--- src/rtl/hexport_pkg.sv ---
package hexport_pkg;
  localparam int DATA_W   = 16;
  localparam int BYTE_W   = 8;
  localparam int N_LANES  = DATA_W / BYTE_W;
  localparam int N_WORDS  = 2;
  localparam int N_PORTS  = N_WORDS * N_LANES;
  localparam int NIB_W    = 4;
  localparam int SEG_W    = 7;
  localparam int DIGITS_PER_PORT = BYTE_W / NIB_W;
  localparam int N_DISP_PORTS    = N_PORTS - 1;
  localparam int N_DIGITS = N_DISP_PORTS * DIGITS_PER_PORT;
  localparam int IDX_W    = (N_WORDS > 1) ? $clog2(N_WORDS) : 1;

  typedef logic [N_WORDS-1:0][DATA_W-1:0] word_bank_t;
endpackage

--- src/rtl/hexport_seg_decode.sv ---
module hexport_seg_decode
  import hexport_pkg::*;
(
  input  logic [NIB_W-1:0] nib,
  output logic [SEG_W-1:0] seg_n
);
  // segment order {g,f,e,d,c,b,a}, low = lit
  always_comb begin
    case (nib)
      4'h0: seg_n = 7'h40;
      4'h1: seg_n = 7'h79;
      4'h2: seg_n = 7'h24;
      4'h3: seg_n = 7'h30;
      4'h4: seg_n = 7'h19;
      4'h5: seg_n = 7'h12;
      4'h6: seg_n = 7'h02;
      4'h7: seg_n = 7'h78;
      4'h8: seg_n = 7'h00;
      4'h9: seg_n = 7'h10;
      4'hA: seg_n = 7'h08;
      4'hB: seg_n = 7'h03;
      4'hC: seg_n = 7'h46;
      4'hD: seg_n = 7'h21;
      4'hE: seg_n = 7'h06;
      default: seg_n = 7'h0E;
    endcase
  end
endmodule

--- src/rtl/hexport_regbank.sv ---
module hexport_regbank
  import hexport_pkg::*;
(
  input  logic               clk,
  input  logic               rst_n,
  input  logic               wr_en,
  input  logic [IDX_W-1:0]   wr_idx,
  input  logic [N_LANES-1:0] wr_mask,
  input  logic [DATA_W-1:0]  wr_data,
  output word_bank_t         word_q
);
  for (genvar w = 0; w < N_WORDS; w++) begin : g_word
    for (genvar l = 0; l < N_LANES; l++) begin : g_lane
      logic lane_wr;
      assign lane_wr = wr_en && (wr_idx == IDX_W'(w)) && wr_mask[l];

      always_ff @(posedge clk) begin
        if (!rst_n)
          word_q[w][l*BYTE_W +: BYTE_W] <= '0;
        else if (lane_wr)
          word_q[w][l*BYTE_W +: BYTE_W] <= wr_data[l*BYTE_W +: BYTE_W];
      end


      lane_hold_chk: assert property (@(posedge clk) disable iff (!rst_n)
        !(wr_en && (wr_idx == IDX_W'(w)) && wr_mask[l])
          |=> $stable(word_q[w][l*BYTE_W +: BYTE_W]));


      lane_load_chk: assert property (@(posedge clk) disable iff (!rst_n)
        (wr_en && (wr_idx == IDX_W'(w)) && wr_mask[l])
          |=> word_q[w][l*BYTE_W +: BYTE_W] == $past(wr_data[l*BYTE_W +: BYTE_W]));
    end
  end
endmodule

--- src/rtl/hexport_readback.sv ---
module hexport_readback
  import hexport_pkg::*;
(
  input  logic              clk,
  input  logic              rst_n,
  input  logic              rd_req,
  input  logic [IDX_W-1:0]  rd_idx,
  input  word_bank_t        word_q,
  output logic [DATA_W-1:0] rdata
);
  always_ff @(posedge clk) begin
    if (!rst_n)      rdata <= '0;
    else if (rd_req) rdata <= word_q[rd_idx];
    else             rdata <= '0;
  end


  rd_return_chk: assert property (@(posedge clk) disable iff (!rst_n)
    rd_req |=> rdata == $past(word_q[rd_idx]));


  rd_quiet_chk: assert property (@(posedge clk) disable iff (!rst_n)
    !rd_req |=> rdata == '0);
endmodule

--- src/rtl/hexport_top.sv ---
module hexport_top
  import hexport_pkg::*;
#(
  parameter int ADDR_W    = 8,
  parameter int BASE_WORD = 0
) (
  input  logic                        clk,
  input  logic                        rst_n,
  input  logic                        bus_en,
  input  logic [1:0]                  bus_we,
  input  logic [ADDR_W-1:0]           bus_addr,
  input  logic [15:0]                 bus_wdata,
  output logic [15:0]                 bus_rdata,
  output logic [7:0]                  led_out,
  output logic [N_DIGITS*SEG_W-1:0]   hex_seg_n
);
  localparam logic [ADDR_W-1:0] BASE_A  = ADDR_W'(BASE_WORD);
  localparam logic [ADDR_W-1:0] SPAN_A  = ADDR_W'(N_WORDS);

  logic [ADDR_W-1:0] offs;
  logic              sel_hit;
  logic [IDX_W-1:0]  sel_idx;
  logic              wr_go;
  logic              rd_go;
  word_bank_t        word_q;
  logic [N_WORDS*DATA_W-1:0] flat_q;

  assign offs    = bus_addr - BASE_A;
  assign sel_hit = offs < SPAN_A;
  assign sel_idx = offs[IDX_W-1:0];
  assign wr_go   = bus_en && sel_hit && (|bus_we);
  assign rd_go   = bus_en && sel_hit && !(|bus_we);

  hexport_regbank i_bank (
    .clk     (clk),
    .rst_n   (rst_n),
    .wr_en   (wr_go),
    .wr_idx  (sel_idx),
    .wr_mask (bus_we),
    .wr_data (bus_wdata),
    .word_q  (word_q)
  );

  hexport_readback i_rd (
    .clk    (clk),
    .rst_n  (rst_n),
    .rd_req (rd_go),
    .rd_idx (sel_idx),
    .word_q (word_q),
    .rdata  (bus_rdata)
  );

  assign flat_q  = word_q;
  assign led_out = flat_q[BYTE_W-1:0];

  for (genvar d = 0; d < N_DIGITS; d++) begin : g_digit
    localparam int PORT_I = d / DIGITS_PER_PORT + 1;
    localparam int NIB_I  = d % DIGITS_PER_PORT;
    hexport_seg_decode i_dec (
      .nib   (flat_q[PORT_I*BYTE_W + NIB_I*NIB_W +: NIB_W]),
      .seg_n (hex_seg_n[d*SEG_W +: SEG_W])
    );


    glyph_lit_chk: assert property (@(posedge clk) disable iff (!rst_n)
      $countones(~hex_seg_n[d*SEG_W +: SEG_W]) >= 2);
  end


  idle_hold_chk: assert property (@(posedge clk) disable iff (!rst_n)
    !bus_en |=> $stable(word_q));


  miss_hold_chk: assert property (@(posedge clk) disable iff (!rst_n)
    (bus_en && !sel_hit) |=> $stable(word_q));
endmodule

--- config.mk ---
export PLATFORM = sky130hd
export DESIGN_NAME = hexport_top
export DESIGN_NICKNAME = d
export VERILOG_FILES = /design/src/rtl/hexport_pkg.sv /design/src/rtl/hexport_seg_decode.sv /design/src/rtl/hexport_regbank.sv /design/src/rtl/hexport_readback.sv /design/src/rtl/hexport_top.sv
export SDC_FILE = /design/constraint.sdc
export NUM_CORES = 1
export LEC_CHECK = 0
export BUFFER_PORTS_ARGS = -buffer_cell sky130_fd_sc_hd__buf_2
export CAP_MARGIN = 20
export CORE_MARGIN = 2
export CORE_UTILIZATION = 50
export CTS_CLUSTER_SIZE = 10
export DETAILED_ROUTE_END_ITERATION = 12
export PLACE_DENSITY = 0.73
export SYNTH_ARGS = -nofsm -noshare
export SYNTH_HDL_FRONTEND = slang
export SYNTH_SLANG_ARGS = --single-unit
export TNS_END_PERCENT = 20
--- constraint.sdc ---
create_clock -name clk -period 7.58 [get_ports clk]
set_input_delay 1.516 -clock clk [delete_from_list [all_inputs] [get_ports clk]]
set_output_delay 1.516 -clock clk [all_outputs]
set_load 0.02 [all_outputs]
### After elaboration in Yosys (flattened, before gate mapping)

Memory sizes are Yosys's and may differ from the RTL's. A register that Yosys moved wholly into a read port is not among the register bits.
Index checks and enable logic that the tools add are counted.

* magnitude comparators: 2
* mux-type cells: 14
* bitwise operators: 1
* reduce and logical (&&, ||, !) cells: 12

Operators by type and width (count)
* $mux W4: 12
* $mux W16: 2
* $logic_and A1 B1 Y1: 9
* $lt A8 B2 Y1 const B: 1
* $lt A1 B2 Y1 const B: 1
* $reduce_and A2 Y1: 1
* $reduce_or A2 Y1: 1
* $logic_not A1 Y1: 1
* $not A1 Y1: 1

* flip-flop bits (word level): 48
* memory bits (read-only): 672
* input bits: 29
* output and inout bits: 66
* memories: 6

Memory list
* (no name shown): depth 16, width 7, read ports 1, clocked after memory_dff 1, wr ports 0, line hexport_seg_decode.sv:9 `case (nib)`
* (no name shown): depth 16, width 7, read ports 1, clocked after memory_dff 1, wr ports 0, line hexport_seg_decode.sv:9
* (no name shown): depth 16, width 7, read ports 1, clocked after memory_dff 1, wr ports 0, line hexport_seg_decode.sv:9
* (no name shown): depth 16, width 7, read ports 1, clocked after memory_dff 1, wr ports 0, line hexport_seg_decode.sv:9
* (no name shown): depth 16, width 7, read ports 1, clocked after memory_dff 1, wr ports 0, line hexport_seg_decode.sv:9
* (no name shown): depth 16, width 7, read ports 1, clocked after memory_dff 1, wr ports 0, line hexport_seg_decode.sv:9

### Logic depth before layout (Yosys ltp)

* depth in word-level cells: 7
* gate-level depth with buffers: 13

### Hierarchy

Synthesis repeated with hierarchy kept, for this count alone.

* cells, all modules: 372
* area total of the unflattened synthesis: 3497.1 um^2

By module, submodules not included
* hexport_seg_decode: instances 6, cells each 32, area each 275.3 um^2, seq. area each 0.0 um^2
* hexport_regbank: instances 1, cells each 123, area each 1226.2 um^2, seq. area each 640.6 um^2
* hexport_readback: instances 1, cells each 52, area each 580.6 um^2, seq. area each 320.3 um^2
* hexport_top: instances 1, cells each 5, area each 38.8 um^2, seq. area each 0.0 um^2

### Least setup slack after synthesis

Ideal clock, no wire load.

* kind: input -> register
* start point: input bus_addr[2]
* end point: register, netlist name g_digit[3].i_dec.seg_n[5]
* library setup time: 0.114 ns
* arrival: 3.984 ns
* required time: 7.466 ns
* path slack: 3.483 ns
* stages on the path: 10
* path buffers: 2
* cells stage by stage: or4b_1 -> buf_6 -> nor3_4 -> buf_2 -> nand2_1 -> a21oi_1 -> inv_1 -> ha_1 -> mux2_4 -> a21o_1

* cells in the longest elaborated chain, start to end: 7

Ends and longest elaborated chain
* start, declared: line hexport_top.sv:11 `input logic [ADDR_W-1:0] bus_addr,`
* $lt A8 B2 Y1: line hexport_top.sv:29 `assign sel_hit = offs < SPAN_A;`
* $logic_and A1 B1 Y1 (2 in series): line hexport_top.sv:31 `assign wr_go = bus_en && sel_hit && (|bus_we);`
* $logic_and A1 B1 Y1 (2 in series): line hexport_regbank.sv:15 `assign lane_wr = wr_en && (wr_idx == IDX_W'(w)) && wr_mask[l];`
* $mux W4 (no line) (2 in series)

No other way between the ends.
A chain may end at the register's enable or synchronous reset.

### Worst setup path after layout

* start point: input bus_addr[7]
* end point: register, netlist name g_digit[4].i_dec.seg_n[1]

* cells in the longest elaborated chain, start to end: 7

Ends and longest elaborated chain (line)
* $lt A8 B2 Y1: hexport_top.sv:29
* $logic_and A1 B1 Y1 (2 in series): hexport_top.sv:31
* $logic_and A1 B1 Y1 (2 in series): hexport_regbank.sv:15
* $mux W4 (no line) (2 in series)

No other way between the ends.

==> out/qor.csv <==
stage,metric,value,unit
yosys,avgSynthCellArea,9.09,um^2
cts,tritoncts.num_buffers,9,
die,num_io_pins,95,
timing,finalClockSkew,0.00927,ns
yosys,synthesis.yosys.warnings,0,
yosys,synth-async-reset-ratio,0,%
timing,worstMarginPinSlew,1.04,ns
yosys,postSynthRegisterBits,90,
critical_path,timing.critical_path.fanout_max,21,
route,routed_wl,12300,um
hold_path,hp-class,reg -> reg,
die,die_width,104,um
finish,fillers,894,
critical_path,critical_path.endpoint_type,flip-flop,
die,vert_die_dim,104,um
finish,nNetsFinal,683,
hold_path,hold_start,i_bank.word_q[16],
cts,insertion_delay,0.38,ns
critical_path,regToRegSetupSlack,5.73,ns
critical_path,reg2reg_depth,6,
yosys,synthesis.nets,616,
placed_design,place_hpwl,8810,um
critical_path,critical-path-max-stage-delay,0.81,ns
critical_path,path_cells,buf_2 -> or4_1 -> or3_1 -> o21ai_0 -> inv_1 -> ha_1 -> o221ai_1 -> a22o_1,
yosys,post-synth-top-area-fraction,36.0,%
global_route,grt_antenna_before_repair,0,
yosys,ys_types,60,
route,vias_per_cell,5.62,
yosys,synth_top_flop_cell,dfxtp_1,
cts,post_cts_hold_buffer_count,0,
critical_path,cp_num_buf_inv,2,
timing,timing.max_slew.rel_slack,29.9,%
critical_path,worst_ep_required_time,7.86,ns
cts,cts-htree-levels,3,
route,detail_route.first_pass.iterations,4,
hold_path,min_delay_path_depth,2,
timing,final.period_utilization,57.5,%
finish,n_antenna_cell,0,
timing,final.min_clock_period,4.36,ns
route,wl_per_cell,16.3,um
placed_design,dp_slack,2.84,ns
global_route,vias_in_the_first_global_route,4032,
timing,final-hold-violation-count,0,
critical_path,crit_family,simple AND/OR/NAND/NOR gates,
yosys,post_synth_main_area_contributors,"dfxtp_1 (36%), mux2i_1 (12%), ha_1 (9.0%)",
power,static_leakage,2.60,nW
hold_path,holdPathEnd,i_bank.word_q[16],
route,routed-via-count,4252,
yosys,ys_seq_area_share,36.0,%
critical_path,worst_r2r_endpoint,g_digit[3].i_dec.seg_n[5],
critical_path,r2r-start,i_bank.word_q[21],
cts,cts_resized,0,
power,power_density_cells,152,mW/mm^2
power,vdd_drop_max,77.0,uV
route,antenna_left,0,
die,initial_utilization,51.5,%
global_route,overflow,0,
yosys,postSynthCellCount,551,
die,die_area,0.0108,mm^2
die,floorplan.core_area,0.00973,mm^2
die,rows,36,
critical_path,worst_path_max_delay_cell,or3_1,
yosys,synth_top_cell_by_area,dfxtp_1,
timing,unrepaired_setup_endpoints_after_global_routing,false,
global_route,grt_start_max_net_pins,72,
finish,area_growth,12.8,%
timing,finalSetupTns,0,ns
finish,drive_above_1_share,22.0,%
global_route,globalRouteTotalUtil,22.6,%
timing,achievable-frequency,230,MHz
yosys,netlist_area,0.00501,mm^2
critical_path,worstSetupPathType,in -> reg,
placed_design,port_buffers,94,
cts,cts_setup_buffers,0,
route,drtIter0Drc,239,
cts,clock-root-buffer,clkbuf_8,
placed_design,place_congestion,0.899,
cts,tritoncts,yes,
timing,setup_violations,0,
cts,cts_num_sinks,90,
outcome,outcome,completed,
critical_path,critPathLaunchType,primary input,
critical_path,crit_arrival,4.63,ns
yosys,synthMostInstantiatedCell,dfxtp_1,
cts,cts.reportedPaths.clkPinSlew,0.09,ns
yosys,synth_edf_count,0,
global_route,grt_first_pass_wirelength,20000,um
timing,timing.final.max_slew_violations,0,
route,drc,0,
cts,ctsLongestPathBuffers,2,
flow_run,timing.max_cap.violations,0,
yosys,ys_top_cells_by_count,"dfxtp_1 (90), mux2i_1 (60), nor2_1 (54)",
timing,final.setup.worst_slack,3.22,ns
metal layers:
metal,GRT usage (%),wire length (um),vias up
li1,-,-,2096
met1,29.5,5650,1999
met2,37.1,5790,138
met3,4.20,650,19
met4,8.49,216,0
met5,0,0,-
sequential cells by signal, indices dropped and copies added (netlist names):
signal	count
g_digit.i_dec.seg_n	42
i_rd.rdata	16
i_bank.word_q	32
how the worst max path moves through the flow:
stage / from / endpoint / slack [ns] / cells after the start
detailed placement: bus_addr[2] / g_digit[4].i_dec.seg_n[1] / 2.84 / 8
finish: bus_addr[7] / g_digit[4].i_dec.seg_n[1] / 3.22 / 8
global route: bus_addr[2] / g_digit[4].i_dec.seg_n[1] / 3.04 / 8
global placement: bus_addr[2] / g_digit[5].i_dec.seg_n[0] / 3.00 / 9
floorplan: bus_addr[2] / g_digit[3].i_dec.seg_n[5] / 3.48 / 10
CTS: bus_addr[2] / g_digit[4].i_dec.seg_n[1] / 3.23 / 8
worst reg2reg max path, delay by kind of cell (launching register included):
family | cells | cell delay [ns]
DFF | 1 | 0.37
muxes | 1 | 0.27
and+or+nand+nor | 1 | 0.08
AOI/OAI and AO/OA | 2 | 0.58
buffers and inverters | 1 | 0.16
adders and majority gates | 1 | 0.29
layout by cell type (no fill, tap or decap), drive strengths merged, types with 2 or more instances in the layout:
cell / synthesis / layout
buf: 18 / 97
o221ai: 6 / 6
or3: 7 / 7
a21o: 2 / 2
a32oi: 3 / 3
nand3: 8 / 8
o21ai: 17 / 17
nand3b: 8 / 8
a21oi: 17 / 17
nor3: 11 / 11
nand4: 3 / 3
a311oi: 2 / 2
nand4b: 7 / 7
clkinvlp: 0 / 2
a31o: 3 / 3
and3: 2 / 2
o32ai: 8 / 8
nand2b: 7 / 7
clkbuf: 23 / 10
nand2: 52 / 52
inv: 33 / 35
nor4: 8 / 8
ha: 36 / 36
nor2: 54 / 54
o2bb2ai: 2 / 2
dfxtp: 90 / 90
o211ai: 7 / 7
nor4b: 2 / 2
a32o: 4 / 4
o311a: 2 / 2
a31oi: 4 / 4
o311ai: 4 / 4
mux2i: 63 / 63
nor3b: 2 / 2
o22ai: 10 / 10
mux2: 12 / 12
report_power, final:
part / leakage, nW / switching, mW / internal [mW]
Clock: 0.0950 / 0.187 / 0.157
Sequential: 0.725 / 0.000212 / 0.473
Combinational: 1.79 / 0.0282 / 0.0129
layout make-up:
| cell class | count | area (um^2) | area share, % |
|---|---|---|---|
| Inverter | 33 | 124 | 2.19 |
| Timing Repair Buffer | 97 | 493 | 8.73 |
| Clock inverter | 6 | 73.8 | 1.31 |
| Sequential cell | 90 | 1800 | 31.9 |
| Multi-Input combinational cell | 387 | 2860 | 50.7 |
| Tap cell | 133 | 166 | 2.95 |
| Clock buffer | 10 | 128 | 2.26 |
cell families (layout without fill, tap and decap cells):
kind of cell,count (synthesis),after routing,synth area share [%]
simple gates,177,177,17.5
compound gates,99,99,14.5
flops,90,90,36.0
mux,75,75,16.2
buf+inv,74,146,6.85
fa+ha+maj,36,36,9.00
through the flow:
step	cell area [um^2]	hold WS [ns]	total power [mW]	utilization [%]	cells
floorplan	5010	0.467	0.508	-	551
global placement	5450	0.493	0.524	56.0	740
detailed placement	5450	0.503	0.525	56.0	740
CTS	5650	0.517	0.863	58.1	756
global route	5650	0.536	0.885	58.1	756
finish	5650	0.523	0.857	58.1	756
(Power assumes the default switching activity.)
